### config.mk
export PLATFORM = sky130hd
export DESIGN_NAME = gpio_port_ctrl
export DESIGN_NICKNAME = d
export VERILOG_FILES = /design/src/rtl/gpio_port_ctrl.sv
export SDC_FILE = /design/constraint.sdc
export NUM_CORES = 1
export LEC_CHECK = 0
export CORE_MARGIN = 10
export CORE_UTILIZATION = 45
export CTS_CLUSTER_SIZE = 12
export DETAILED_ROUTE_END_ITERATION = 7
export GPL_TIMING_DRIVEN = 0
export PLACE_DENSITY = 0.72
export SLEW_MARGIN = 10
export SYNTH_ARGS = -nofsm -noshare
export SYNTH_HDL_FRONTEND = slang
export SYNTH_SLANG_ARGS = --single-unit
### constraint.sdc
create_clock -name clk -period 2.7 [get_ports clk]
set_clock_uncertainty 0.1 [all_clocks]
set_input_delay 0.27 -clock clk [delete_from_list [all_inputs] [get_ports clk]]
set_output_delay 0.27 -clock clk [all_outputs]
set_load 0.02 [all_outputs]
### src/rtl/gpio_port_ctrl.sv
module gpio_port_ctrl #(
  parameter int W = 8
) (
  input  logic           clk,
  input  logic           rst_n,
  input  logic           bus_bank,
  input  logic [1:0]     bus_addr,
  input  logic           bus_wr,
  input  logic           bus_rd,
  input  logic [W-1:0]   bus_wdata,
  output logic [W-1:0]   bus_rdata,
  input  logic [W-1:0]   pad_in,
  input  logic [W-1:0]   glb_out_in,
  output logic [W-1:0]   pin_out,
  output logic [W-1:0]   pin_oe,
  output logic [3*W-1:0] pin_mode,
  output logic [W-1:0]   pin_glb_sel,
  output logic [W-1:0]   pin_irq,
  output logic           port_irq
);
  localparam logic [W-1:0] ZERO = '0;
  localparam logic [W-1:0] ONES = '1;

  logic [W-1:0] lat, ien, gsel, pl0, pl1, pl2, trg0, trg1;
  logic [W-1:0] sy1, sy2, ref_lvl, chg;
  logic [2:0]   sel;
  logic         rd_lat;

  assign sel    = {bus_bank, bus_addr};
  assign rd_lat = bus_rd && sel == 3'b000;

  always_ff @(posedge clk or negedge rst_n) begin
    if (!rst_n) begin
      lat  <= ZERO;
      ien  <= ZERO;
      gsel <= ZERO;
      pl2  <= ONES;
      pl0  <= ZERO;
      pl1  <= ONES;
      trg0 <= ZERO;
      trg1 <= ZERO;
    end else if (bus_wr) begin
      case (sel)
        3'b000: lat  <= bus_wdata;
        3'b001: ien  <= bus_wdata;
        3'b010: gsel <= bus_wdata;
        3'b011: pl2  <= bus_wdata;
        3'b100: pl0  <= bus_wdata;
        3'b101: pl1  <= bus_wdata;
        3'b110: trg0 <= bus_wdata;
        default: trg1 <= bus_wdata;
      endcase
    end
  end

  always_ff @(posedge clk or negedge rst_n) begin
    if (!rst_n) begin
      sy1     <= ZERO;
      sy2     <= ZERO;
      ref_lvl <= ZERO;
      chg     <= ZERO;
    end else begin
      sy1 <= pad_in;
      sy2 <= sy1;
      if (rd_lat) begin
        ref_lvl <= sy2;
        chg     <= ZERO;
      end else begin
        chg <= chg | (sy2 ^ ref_lvl);
      end
    end
  end

  always_comb begin
    case (sel)
      3'b000: bus_rdata = sy2;
      3'b001: bus_rdata = ien;
      3'b010: bus_rdata = gsel;
      3'b011: bus_rdata = pl2;
      3'b100: bus_rdata = pl0;
      3'b101: bus_rdata = pl1;
      3'b110: bus_rdata = trg0;
      default: bus_rdata = trg1;
    endcase
  end

  for (genvar n = 0; n < W; n++) begin : g_pin
    logic cond;
    assign pin_mode[3*n +: 3] = {pl2[n], pl1[n], pl0[n]};
    always_comb begin
      case ({trg1[n], trg0[n]})
        2'b01:   cond = sy2[n];
        2'b10:   cond = ~sy2[n];
        2'b11:   cond = chg[n];
        default: cond = 1'b0;
      endcase
    end
    assign pin_irq[n] = ien[n] & cond;
  end

  assign pin_oe      = ~(pl1 & ~pl0);
  assign pin_out     = (gsel & glb_out_in) | (~gsel & lat);
  assign pin_glb_sel = gsel;
  assign port_irq    = |pin_irq;
endmodule


==> results.txt <==
Clk network pwr share = 21.5%
CTS tree = built
Vias = 3159
Vias in the first global route = 3337
Core Util, Final = 60.3%
Mapped Area = 4580 µm²
Layout fillers = 786
Slew @ Worst Pin = 0.793 ns
Via density = 5.43
Yosys warnings = 0
Initial Utilization = 46.4%
Initial antenna violation count = 0
Mapped Nets = 370
Post-DR wirelength/cell = 20.9 µm
Die Wd = 121 µm
Sw frac = 31.8%
Final slew viol count = 0
H-tree levels = 3
R2R setup slack = 1.74 ns
Worst Path Required = 2.33 ns
CP endpoint kind = output pin
Buffers added on ports = 93
Asr flop ratio synth = 100%
DR iter-0 viols = 164
Clock slew at reported path FFs = 0.09 ns
All-Layer GR Usage = 17.0%
Max Fanout on Critical Path = 10
CTS Sinks = 96
Syn Area/Cell = 13.5 µm²
RSZ-0062 raised after global routing = false
Ant diodes = 0
Flop pwr share = 45.2%
Period utilization = 95.0%
TritonRoute pass-1 iters = 4
CP Class = input port to output pin
Top Ports = 96
Largest net degree at the start of global routing = 52
Clk root buf = clkbuf_8
Post-Layout Cell Count = 582
PD cells = 736 nW/µm²
Distinct cells, synth = 41
DRC errors left = 0
Max Buffers Root-to-Sink = 2
Max Fclk = 390 MHz
Placer Congestion = 0.828
Layout Nets = 475
Core Region = 9860 µm²
DIE HEIGHT = 121 µm
CP arrival = 2.20 ns
Hold crit path type = input port to flop
Register area share after synthesis = 52.9%
Final hold slack = 0.237 ns
Int Pwr = 2.98 mW
Max Cap Viol = 0
Worst vdd ir = 0.346 mV
Clk_lat worst skew = 0.36 ns
Row count = 36
Leak Pwr = 2.50 nW
Area Overhead vs Synth = 29.8%
Layout cells sized above 1 = 32.3%
Post-CTS Setup Inserts = 0
Outcome = completed
Comb pwr share = 33.3%
Placed instance count = 566
Endpoints failing hold = 0
CTS buffer count = 9
Gr ovfl total = 0
DRT antenna net count = 0
Most common cell after layout, fill and taps aside = clkdlybuf4s50_1
Worst slew margin = 46.9%
WL final = 12200 µm
Number of synthesized register bits = 96
Syn Inst Count = 339
EDFF count, synth = 0
Commonest non-fill, non-tap cells in the layout = clkdlybuf4s50_1 (85), dfrtp_1 (80), mux2_2 (73), dfstp_2 (16)
Main synth FF type = dfrtp_1
Critical path launch point type = input port
Tmin final = 2.57 ns
HPWL after DPL = 8260 µm
Sw power = 1.39 mW
Power, Total = 4.37 mW
Setup-failing EPs final = 0
Global-route wire length before repair = 19400 µm
Die area = 14600 µm²
==> kinds of logic after synthesis <==
group | Yosys count | synth area share (%)
compound gates | 48 | 7.73
xor+xnor | 8 | 1.53
buf+inv | 22 | 3.22
flops | 96 | 52.9
mux | 97 | 24.8
simple gates | 68 | 9.84
==> stage by stage <==
stage                     setup TNS (ns)  instance area, µm²  setup WS, ns
after global placement           -197.13                5680         -2.23
after CTS                              0                5920       0.00717
after detailed placement           -2.39                5700        -0.350
after floorplan                        0                4580         0.787
after global routing                   0                5950       0.00679
final                                  0                5950         0.135
==> power by group through the flow <==
stage	Combinational, mW	Sequential (mW)	Clock, mW
floorplan	0.704	2.07	0
detailed placement	1.47	2.00	0
global placement	1.44	1.98	0
CTS	1.47	1.97	0.965
finish	1.46	1.98	0.941
global route	1.56	2.02	1.03
==> layer usage <==
layer  vias to the layer above  global-route usage [%]  wire length [µm]
met5                         -                       0                 0
met4                         0                    4.68               223
met3                        21                    5.30              1140
met2                       128                    25.7              5630
met1                      1575                    22.9              5190
li1                       1435                       -                 -
==> worst paths after layout <==
path,startpoint,to,cells past startpoint
setup / recovery,bus_addr[0],bus_rdata[6],5
hold / removal,pad_in[6],sy1[6]$_DFF_PN0_,1
setup reg to reg,sy2[2]$_DFF_PN0_,chg[2]$_DFF_PN0_,3
hold reg to reg,sy1[1]$_DFF_PN0_,sy2[1]$_DFF_PN0_,0
max in group asynchronous,rst_n,pl1[5]$_DFFE_PN1P_,3
min in group asynchronous,rst_n,sy2[2]$_DFF_PN0_,2
==> cell usage after synthesis (3+ instances only) <==
cell / n / area [µm²]
dfrtp_1: 80 / 2000
mux2_2: 73 / 822
dfstp_2: 16 / 420
mux2i_1: 14 / 140
nor2b_1: 14 / 87.6
nor2_1: 13 / 48.8
o21ai_0: 12 / 60.1
nand2_1: 11 / 41.3
inv_1: 8 / 30.0
mux2_4: 8 / 120
nand2b_1: 8 / 50.1
a221o_1: 7 / 70.1
o21a_1: 7 / 52.6
o22a_1: 7 / 61.3
buf_2: 6 / 30.0
a21oi_1: 5 / 25.0
a311oi_1: 5 / 43.8
buf_6: 5 / 56.3
xnor2_1: 5 / 43.8
and2b_1: 4 / 30.0
and2_1: 3 / 18.8
o32ai_1: 3 / 26.3
xor2_1: 3 / 26.3
==> layout make-up <==
type	instances	area, µm²	share of cell area (%)
clock buffers	11	141	2.38
flip-flops and latches	96	2420	40.7
clock inverters	5	56.3	0.947
inverters	8	30.0	0.505
plain buffers	13	121	2.04
repair buffers	95	957	16.1
well taps	133	166	2.80
multi-input cells	221	2050	34.5
==> critical path, cell delays in order <==
cell	delay (ns)
clkdlybuf4s50_1	0.53
buf_4	0.23
buf_4	0.24
mux2_2	0.37
clkdlybuf4s50_1	0.54
==> repair_timing <==
item,4_1_cts,5_1_grt
hold buffers,1,0
endpoints found under the setup margin,9,1
gates resized for setup,12,5
endpoints found under the hold margin,41,0
Note: power is estimated with default switching activity, not from simulation.
